### config.mk
export PLATFORM = sky130hd
export DESIGN_NAME = fast_ctx_shadow
export DESIGN_NICKNAME = d
export VERILOG_FILES = /design/src/rtl/fcs_pkg.sv /design/src/rtl/fcs_rst_sync.sv /design/src/rtl/fcs_shadow_store.sv /design/src/rtl/fcs_restore_port.sv /design/src/rtl/fcs_prio_track.sv /design/src/rtl/fast_ctx_shadow.sv
export SDC_FILE = /design/constraint.sdc
export NUM_CORES = 1
export LEC_CHECK = 0
export CORE_AREA = 2 2 74 76
export CTS_CLUSTER_DIAMETER = 80
export CTS_CLUSTER_SIZE = 16
export DETAILED_ROUTE_END_ITERATION = 16
export DIE_AREA = 0 0 76 78
export MAX_ROUTING_LAYER = met4
export PLACE_DENSITY = 0.51
export SLEW_MARGIN = 15
export SYNTH_ARGS = -nofsm -noshare
export SYNTH_HDL_FRONTEND = slang
export SYNTH_SLANG_ARGS = --single-unit
### constraint.sdc
create_clock -name clk -period 1.79 [get_ports clk]
set_input_delay 0.4475 -clock clk [delete_from_list [all_inputs] [get_ports clk]]
set_output_delay 0.4475 -clock clk [all_outputs]
set_load 0.01 [all_outputs]
### src/rtl/fcs_pkg.sv
package fcs_pkg;
  localparam int unsigned STAT_W_DEF = 5;
  localparam int unsigned WREG_W_DEF = 8;
  localparam int unsigned BSR_W_DEF  = 4;

  typedef enum logic {
    PRIO_LO = 1'b0,
    PRIO_HI = 1'b1
  } prio_e;
endpackage

### src/rtl/fcs_rst_sync.sv
module fcs_rst_sync #(
  parameter int unsigned STAGES = 2
) (
  input  logic clk,
  input  logic rst_n,
  output logic rst_sync_n
);
  logic [STAGES-1:0] sync_q;
  logic [STAGES-1:0] sync_d;

  always_comb begin
    sync_d = {sync_q[STAGES-2:0], 1'b1};
  end

  always_ff @(posedge clk or negedge rst_n) begin
    if (!rst_n) sync_q <= '0;
    else        sync_q <= sync_d;
  end

  assign rst_sync_n = sync_q[STAGES-1];
endmodule

### src/rtl/fcs_shadow_store.sv
module fcs_shadow_store #(
  parameter int unsigned CTX_W = 17
) (
  input  logic             clk,
  input  logic             rst_n,
  input  logic             cap_en,
  input  logic [CTX_W-1:0] cap_data,
  output logic [CTX_W-1:0] shadow_q
);
  logic [CTX_W-1:0] shadow_d;

  always_comb begin
    shadow_d = shadow_q;
    if (cap_en) shadow_d = cap_data;
  end

  always_ff @(posedge clk or negedge rst_n) begin
    if (!rst_n) shadow_q <= '0;
    else        shadow_q <= shadow_d;
  end

  // a capture leaves exactly the captured values in the single level
  a_r5_single_level: assert property (@(posedge clk) disable iff (!rst_n)
    cap_en |=> (shadow_q == $past(cap_data)));

  // with no capture the saved context does not move
  a_r2_hold_no_capture: assert property (@(posedge clk) disable iff (!rst_n)
    !cap_en |=> $stable(shadow_q));
endmodule

### src/rtl/fcs_restore_port.sv
module fcs_restore_port #(
  parameter int unsigned CTX_W = 17
) (
  input  logic             clk,
  input  logic             rst_n,
  input  logic             rst_en,
  input  logic [CTX_W-1:0] shadow,
  output logic [CTX_W-1:0] data_q,
  output logic             vld_q
);
  logic [CTX_W-1:0] data_d;
  logic             vld_d;

  always_comb begin
    data_d = data_q;
    vld_d  = rst_en;
    if (rst_en) data_d = shadow;
  end

  always_ff @(posedge clk or negedge rst_n) begin
    if (!rst_n) begin
      data_q <= '0;
      vld_q  <= 1'b0;
    end else begin
      data_q <= data_d;
      vld_q  <= vld_d;
    end
  end

  // outputs only move in a restore cycle
  a_r9_hold_outputs: assert property (@(posedge clk) disable iff (!rst_n)
    !vld_q |-> $stable(data_q));
endmodule

### src/rtl/fcs_prio_track.sv
module fcs_prio_track
  import fcs_pkg::*;
(
  input  logic clk,
  input  logic rst_n,
  input  logic irq_vec,
  input  prio_e irq_prio,
  input  logic capture,
  input  logic int_ret,
  output logic lo_act_q,
  output logic warn_q
);
  logic hi_act_q;
  logic lo_act_d;
  logic hi_act_d;
  logic warn_d;

  always_comb begin
    lo_act_d = lo_act_q;
    hi_act_d = hi_act_q;
    warn_d   = capture && lo_act_q;
    if (int_ret) begin
      if (hi_act_q) hi_act_d = 1'b0;
      else          lo_act_d = 1'b0;
    end
    if (irq_vec) begin
      if (irq_prio == PRIO_HI) hi_act_d = 1'b1;
      else                     lo_act_d = 1'b1;
    end
  end

  always_ff @(posedge clk or negedge rst_n) begin
    if (!rst_n) begin
      lo_act_q <= 1'b0;
      hi_act_q <= 1'b0;
      warn_q   <= 1'b0;
    end else begin
      lo_act_q <= lo_act_d;
      hi_act_q <= hi_act_d;
      warn_q   <= warn_d;
    end
  end

  // a warning pulse is a single cycle unless captures keep arriving
  a_r8_warn_single: assert property (@(posedge clk) disable iff (!rst_n)
    (warn_q && !$past(capture, 2)) |=> !warn_q || $past(capture));

  // a low-priority vector always marks the low context active
  a_r8_lo_marked: assert property (@(posedge clk) disable iff (!rst_n)
    (irq_vec && irq_prio == PRIO_LO) |=> lo_act_q);
endmodule

### src/rtl/fast_ctx_shadow.sv
module fast_ctx_shadow
  import fcs_pkg::*;
#(
  parameter int unsigned STAT_W = STAT_W_DEF,
  parameter int unsigned WREG_W = WREG_W_DEF,
  parameter int unsigned BSR_W  = BSR_W_DEF
) (
  input  logic              clk,
  input  logic              rst_n,
  input  logic [STAT_W-1:0] status_i,
  input  logic [WREG_W-1:0] wreg_i,
  input  logic [BSR_W-1:0]  bsr_i,
  input  logic              irq_vec_i,
  input  logic              irq_hi_i,
  input  logic              fast_call_i,
  input  logic              fast_retfie_i,
  input  logic              fast_ret_i,
  input  logic              retfie_i,
  output logic [STAT_W-1:0] status_o,
  output logic [WREG_W-1:0] wreg_o,
  output logic [BSR_W-1:0]  bsr_o,
  output logic              restore_vld_o,
  output logic              ovwr_warn_o
);
  localparam int unsigned CTX_W = STAT_W + WREG_W + BSR_W;

  logic             rst_sync_n;
  logic             capture;
  logic             restore;
  logic             int_ret;
  logic [CTX_W-1:0] live_ctx;
  logic [CTX_W-1:0] shadow;
  logic [CTX_W-1:0] out_ctx;
  logic             lo_act;
  prio_e            irq_prio;

  always_comb begin
    capture  = irq_vec_i || fast_call_i;
    restore  = fast_retfie_i || fast_ret_i;
    int_ret  = fast_retfie_i || retfie_i;
    live_ctx = {status_i, wreg_i, bsr_i};
    irq_prio = irq_hi_i ? PRIO_HI : PRIO_LO;
  end

  fcs_rst_sync #(.STAGES(2)) u_rst_sync (
    .clk(clk), .rst_n(rst_n), .rst_sync_n(rst_sync_n)
  );

  fcs_shadow_store #(.CTX_W(CTX_W)) u_store (
    .clk(clk), .rst_n(rst_sync_n), .cap_en(capture),
    .cap_data(live_ctx), .shadow_q(shadow)
  );

  fcs_restore_port #(.CTX_W(CTX_W)) u_restore (
    .clk(clk), .rst_n(rst_sync_n), .rst_en(restore),
    .shadow(shadow), .data_q(out_ctx), .vld_q(restore_vld_o)
  );

  fcs_prio_track u_track (
    .clk(clk), .rst_n(rst_sync_n), .irq_vec(irq_vec_i),
    .irq_prio(irq_prio), .capture(capture), .int_ret(int_ret),
    .lo_act_q(lo_act), .warn_q(ovwr_warn_o)
  );

  assign {status_o, wreg_o, bsr_o} = out_ctx;

  // every fast return strobe is answered one cycle later
  a_r3_vld_follows: assert property (@(posedge clk) disable iff (!rst_sync_n)
    restore |=> restore_vld_o);

  // no restore strobe, no restore-valid
  a_r6_no_spurious_vld: assert property (@(posedge clk) disable iff (!rst_sync_n)
    !restore |=> !restore_vld_o);

  // simultaneous capture and restore returns the older context
  a_r7_old_on_collision: assert property (@(posedge clk) disable iff (!rst_sync_n)
    (restore && capture) |=> (out_ctx == $past(shadow)) && (shadow == $past(live_ctx)));

  // a warning always has a capture under an active low context behind it
  a_r8_warn_cause: assert property (@(posedge clk) disable iff (!rst_sync_n)
    ovwr_warn_o |-> $past(capture) && $past(lo_act));
endmodule

==> results of run 1 <==
final cells by class:
class / count / area (um2) / share of cell area
Clock buffer: 6 / 82.6 / 0.0389
Inverter: 2 / 7.51 / 0.00353
Timing Repair Buffer: 47 / 485 / 0.229
Tap cell: 70 / 87.6 / 0.0412
Multi-Input combinational cell: 42 / 445 / 0.210
Sequential cell: 40 / 1000 / 0.471
Clock inverter: 2 / 15.0 / 0.00707
registers in the layout, summed over array words and instances (netlist names):
signal             count
u_track.warn_q         1
u_track.lo_act_q       1
u_store.shadow_q      17
u_rst_sync.sync_q      2
u_restore.data_q      17
u_restore.vld_q        1
u_track.hi_act_q       1
cell usage after synthesis, drive strengths merged:
library cell,count,area share
a22o,2,0.012
and2b,1,0.0051
buf,2,0.020
conb,1,0.0025
dfrtp,40,0.67
inv,2,0.0051
mux2,34,0.26
nor2,3,0.018
o21bai,1,0.0051
per-stage QoR:
step	setup slack [ps]	area (um2)	total power [mW]	util	cells
2_1_floorplan	532	1480	1.18	-	86
3_3_place_gp	84.2	2030	1.37	0.402	201
3_5_place_dp	69.2	2030	1.38	0.402	201
4_1_cts	121	2120	2.02	0.421	209
5_1_grt	83.5	2120	2.09	0.421	209
6_report	134	2120	1.98	0.421	209
power groups by stage:
stage	Combinational [mW]	Clock [mW]	Sequential, mW
floorplan	0.108	0	1.08
global placement	0.322	0	1.05
detailed placement	0.328	0	1.05
CTS	0.329	0.654	1.03
global route	0.346	0.701	1.04
finish	0.321	0.622	1.03
worst paths after layout:
path	from	endpoint	slack, ps	cells after the start
max	u_restore.data_q[16]	status_o[4]	130	1
max in group asynchronous	u_rst_sync.sync_q[1]	u_store.shadow_q[12]	1160	1
min	u_rst_sync.sync_q[1]	u_track.hi_act_q	290	1
max reg2reg	u_track.hi_act_q	u_track.lo_act_q	950	2
min reg2reg	u_rst_sync.sync_q[1]	u_track.hi_act_q	290	1
min in group clk	u_rst_sync.sync_q[0]	u_rst_sync.sync_q[1]	360	0
worst reg2reg max path, delay by kind of cell (launching register included):
kind	cells	cell delay, ps
AOI/OAI and AO/OA	2	350
DFF	1	380
layer usage:
layer / vias to the layer above / wire length, um / track usage
met5: - / 0 / -
met2: 37 / 1110 / 0.136
li1: 399 / - / -
met1: 418 / 1350 / 0.141
met3: 6 / 212 / 0.0442
met4: 0 / 38 / 0.0327
cell families (layout without fill, tap and decap cells):
group / count (synthesis) / after routing / synth area share
AOI/OAI and AO/OA: 3 / 3 / 0.0169
buffers and inverters: 4 / 57 / 0.0253
and+or+nand+nor: 4 / 4 / 0.0228
DFF: 40 / 40 / 0.675
muxes: 34 / 34 / 0.258
other: 1 / 1 / 0.00253
==> impl_metrics.json, run 1 <==
{
  "cts.clk_slew.worst_paths_ps": 80,
  "antenna_cells": 0,
  "dr.pass1.iters": 2,
  "wl_per_cell_um": 13.0,
  "fillCellCount": 487,
  "maxCapViolations": 0,
  "area_growth_syn_to_layout_pct": 43.2,
  "switching_share": 0.233,
  "rows": 26,
  "period_needed_ps": 1660,
  "critical_path_required_ps": 1340,
  "drc": 0,
  "switchingPower_uw": 461,
  "core_area_um2": 5040,
  "cp_slowest_cell": "clkdlybuf4s50_1",
  "finalHoldViolCount": 0,
  "start_kind": "register",
  "io-pin-count": 44,
  "drive_gt1_frac": 0.345,
  "die_h_um": 78,
  "finalSetupViolCount": 0,
  "mostFrequentLayoutCells": "43 x clkdlybuf4s50_1, 40 x dfrtp_1, 34 x mux2_2",
  "drv_slew": 0,
  "max_stage_delay_ps": 550,
  "cts_tree": "done",
  "synth_seq_cells": 40,
  "syn_inst": 86,
  "arrival_ps": 1210,
  "finalSetupTns_ps": 0,
  "via_count": 860,
  "vdd_drop_max_uv": 321,
  "crit_fanout": 2,
  "power_density_nw_per_um2": 930,
  "grt_start_max_net_pins": 39,
  "first_global_vias": 889,
  "finClkSkew_ps": 5.62,
  "fin_crit_sh": 0.925,
  "p_int_mw": 1.51,
  "clk_latency_ps": 290,
  "die-area_um2": 5930,
  "ys_warn_count": 0,
  "clkPwrFrac": 0.315,
  "grt_usage": 0.103,
  "root_buffer": "clkbuf_8",
  "die_x_um": 76,
  "postCtsSetupBuffers": 0,
  "portBuffers": 43,
  "grt_pass1_wl_um": 4580,
  "nets": 163,
  "path_buf_inv": 1,
  "end_kind": "output port",
  "cts_buffers": 5,
  "cts_buffer_depth": 2,
  "drt_iter0_markers": 28,
  "synth_cell_types": 10,
  "viasPerCell": 4.11,
  "ant_nets": 0,
  "antenna_found_initial": 0,
  "ys_seq_area_frac": 0.675,
  "cts.repair.resized": 0,
  "start_util": 0.294,
  "syn_area_per_cell_um2": 17.3,
  "gp_congestion": 0.709,
  "min_path_type": "reg -> async",
  "critPathKind": "reg -> out",
  "crit_family": "buffers and inverters",
  "totalWireLength_um": 2710,
  "final_common_cell": "clkdlybuf4s50_1",
  "cts_sinks": 40,
  "p_leak_nw": 0.867,
  "netlist_area_um2": 1480,
  "rsz0062_at_grt": "false",
  "path_cells": "clkdlybuf4s50_1",
  "synth_nets": 111,
  "dpl.hpwl_um": 1850,
  "max_freq_ghz": 0.604,
  "power_frac_seq": 0.522,
  "cts_hold_buf": 0,
  "status": "complete, no violations",
  "cts_max_level": 2,
  "p_comb_frac": 0.163,
  "hold_slack_ps": 291,
  "overflow": 0
}
No activity file was read; power rests on OpenSTA's default activity.
==> run 2: changes to the inputs <==
Settings changed: CELL_PAD_IN_SITES_DETAIL_PLACEMENT set to 1, CELL_PAD_IN_SITES_GLOBAL_PLACEMENT set to 2, PLACE_DENSITY 0.51 to 0.69, SKIP_LAST_GASP set to 1.
==> run 2 against run 1 <==
  * Global-route usage increased by 0.29 points
  * Sequential cell count unchanged
  * Routed wire length increased by 5.9%
  * Count of clock-buffer cells in the layout increased by 1
  * Worst hold slack got worse by 74 ps
  * Critical path depth unchanged
  * Setup slack got worse by 5.2 ps
  * Register-to-register slack about the same
  * Non-clock buffer count unchanged
  * Sequential power about the same
  * Largest cell class unchanged
==> impl_metrics.json, run 2 (synthesized netlist as in run 1, its figures left out) <==
{
  "p_leak_nw": 0.874,
  "r2r_start": "u_track.hi_act_q",
  "ant_nets": 0,
  "maxCapViolations": 0,
  "crit_family": "buffers and inverters",
  "arrival_ps": 1210,
  "critPathKind": "reg -> out",
  "grt_start_max_net_pins": 21,
  "finalSetupViolCount": 0,
  "cts.repair.resized": 0,
  "cts_sinks": 40,
  "gp_congestion": 0.682,
  "final_common_cell": "clkdlybuf4s50_1",
  "core_area_um2": 5040,
  "period_needed_ps": 1660,
  "area_growth_syn_to_layout_pct": 43.1,
  "crit_fanout": 2,
  "cts_tree": "done",
  "die_x_um": 76,
  "max_freq_ghz": 0.602,
  "finalNonFillerCells": 208,
  "vdd_drop_max_uv": 441,
  "cts_buffer_depth": 2,
  "root_buffer": "clkbuf_8",
  "die_h_um": 78,
  "io-pin-count": 44,
  "cts_buffers": 5,
  "nets": 163,
  "overflow": 0,
  "viasPerCell": 4.09,
  "max_stage_delay_ps": 550,
  "rows": 26,
  "cts.clk_slew.worst_paths_ps": 70,
  "die-area_um2": 5930,
  "drive_gt1_frac": 0.341,
  "path_cells": "clkdlybuf4s50_1",
  "fillCellCount": 513,
  "status": "complete, no violations",
  "worst_slack_ps": 128,
  "first_global_vias": 953,
  "end_kind": "output port",
  "rsz0062_at_grt": "false",
  "cts_hold_buf": 0,
  "via_count": 851,
  "clk_latency_ps": 280,
  "drt_iter0_markers": 14,
  "power_density_nw_per_um2": 936,
  "place_inst": 201,
  "antenna_found_initial": 0,
  "reg_top3": "u_restore.data_q: 17 flops, u_store.shadow_q: 17 flops, u_rst_sync.sync_q: 2 flops",
  "grt_pass1_wl_um": 4690,
  "start_kind": "register",
  "timing.rr.end": "u_track.lo_act_q",
  "critical_path_required_ps": 1340,
  "p_total_mw": 1.99,
  "totalWireLength_um": 2870,
  "cp_slowest_cell": "clkdlybuf4s50_1",
  "cts_max_level": 2,
  "postCtsSetupBuffers": 0,
  "dpl.hpwl_um": 2110,
  "drv_slew": 0,
  "wl_per_cell_um": 13.8,
  "finClkSkew_ps": 4.87,
  "crit_cells": 1,
  "r2r_slack_ps": 950,
  "grt_usage": 0.106,
  "antenna_cells": 0,
  "min_path_type": "reg -> async",
  "reg2reg_depth": 2,
  "finalSetupTns_ps": 0,
  "portBuffers": 43,
  "cp-startpoint": "u_restore.data_q[2]",
  "path_buf_inv": 1,
  "hold_slack_ps": 218,
  "start_util": 0.294,
  "fin_crit_sh": 0.928,
  "endpoint": "bsr_o[2]",
  "drc": 0,
  "place_ws_ps": 33.4,
  "dr.pass1.iters": 2,
  "finalHoldViolCount": 0,
  "mostFrequentLayoutCells": "43 x clkdlybuf4s50_1, 40 x dfrtp_1, 34 x mux2_2"
}
[run 2: cell count changes in the layout (fill, tap and decap cells not counted)]
cell and delta:
clkbuf_8 +1, clkinvlp_4 -2
[run 2: how the worst min path moves through the flow]
stage,to,slack (ps),start,depth (start not counted)
global route,u_restore.data_q[5],280,u_rst_sync.sync_q[1],1
detailed placement,u_track.lo_act_q,230,u_rst_sync.sync_q[1],1
finish,u_restore.data_q[5],220,u_rst_sync.sync_q[1],1
CTS,u_restore.data_q[5],230,u_rst_sync.sync_q[1],1
global placement,u_track.lo_act_q,230,u_rst_sync.sync_q[1],1
floorplan,u_rst_sync.sync_q[0],150,rst_n,0
[run 2: worst register-to-register path: stages (launching register included)]
cell	delay (ps)
dfrtp_1	380
o21bai_1	150
a22o_1	200
[run 2: stage by stage]
| stage | utilization | area (um2) |
|---|---|---|
| final | 0.421 | 2120 |
| after global routing | 0.421 | 2120 |
| after CTS | 0.421 | 2120 |
| after detailed placement | 0.402 | 2030 |
| after global placement | 0.402 | 2030 |
| after floorplan | - | 1480 |
[run 2: layout make-up]
type | count | area (um2) | area share
clock buffers | 7 | 96.3 | 0.0454
inverters | 2 | 7.51 | 0.00354
multi-input cells | 42 | 445 | 0.210
flip-flops and latches | 40 | 1000 | 0.471
well taps | 70 | 87.6 | 0.0412
repair buffers | 47 | 485 | 0.229
[run 2: metal layers]
metal / routed length [um] / GRT usage
met1: 1420 / 0.137
met2: 1270 / 0.154
met3: 168 / 0.0337
met4: 14 / 0.0436
met5: 0 / -
[run 2: report_power, final]
part,total (mW),internal [mW],switching (mW),leakage [nW]
Sequential,1.03,0.990,0.0421,0.468
Combinational,0.325,0.212,0.112,0.356
Clock,0.630,0.343,0.287,0.0503
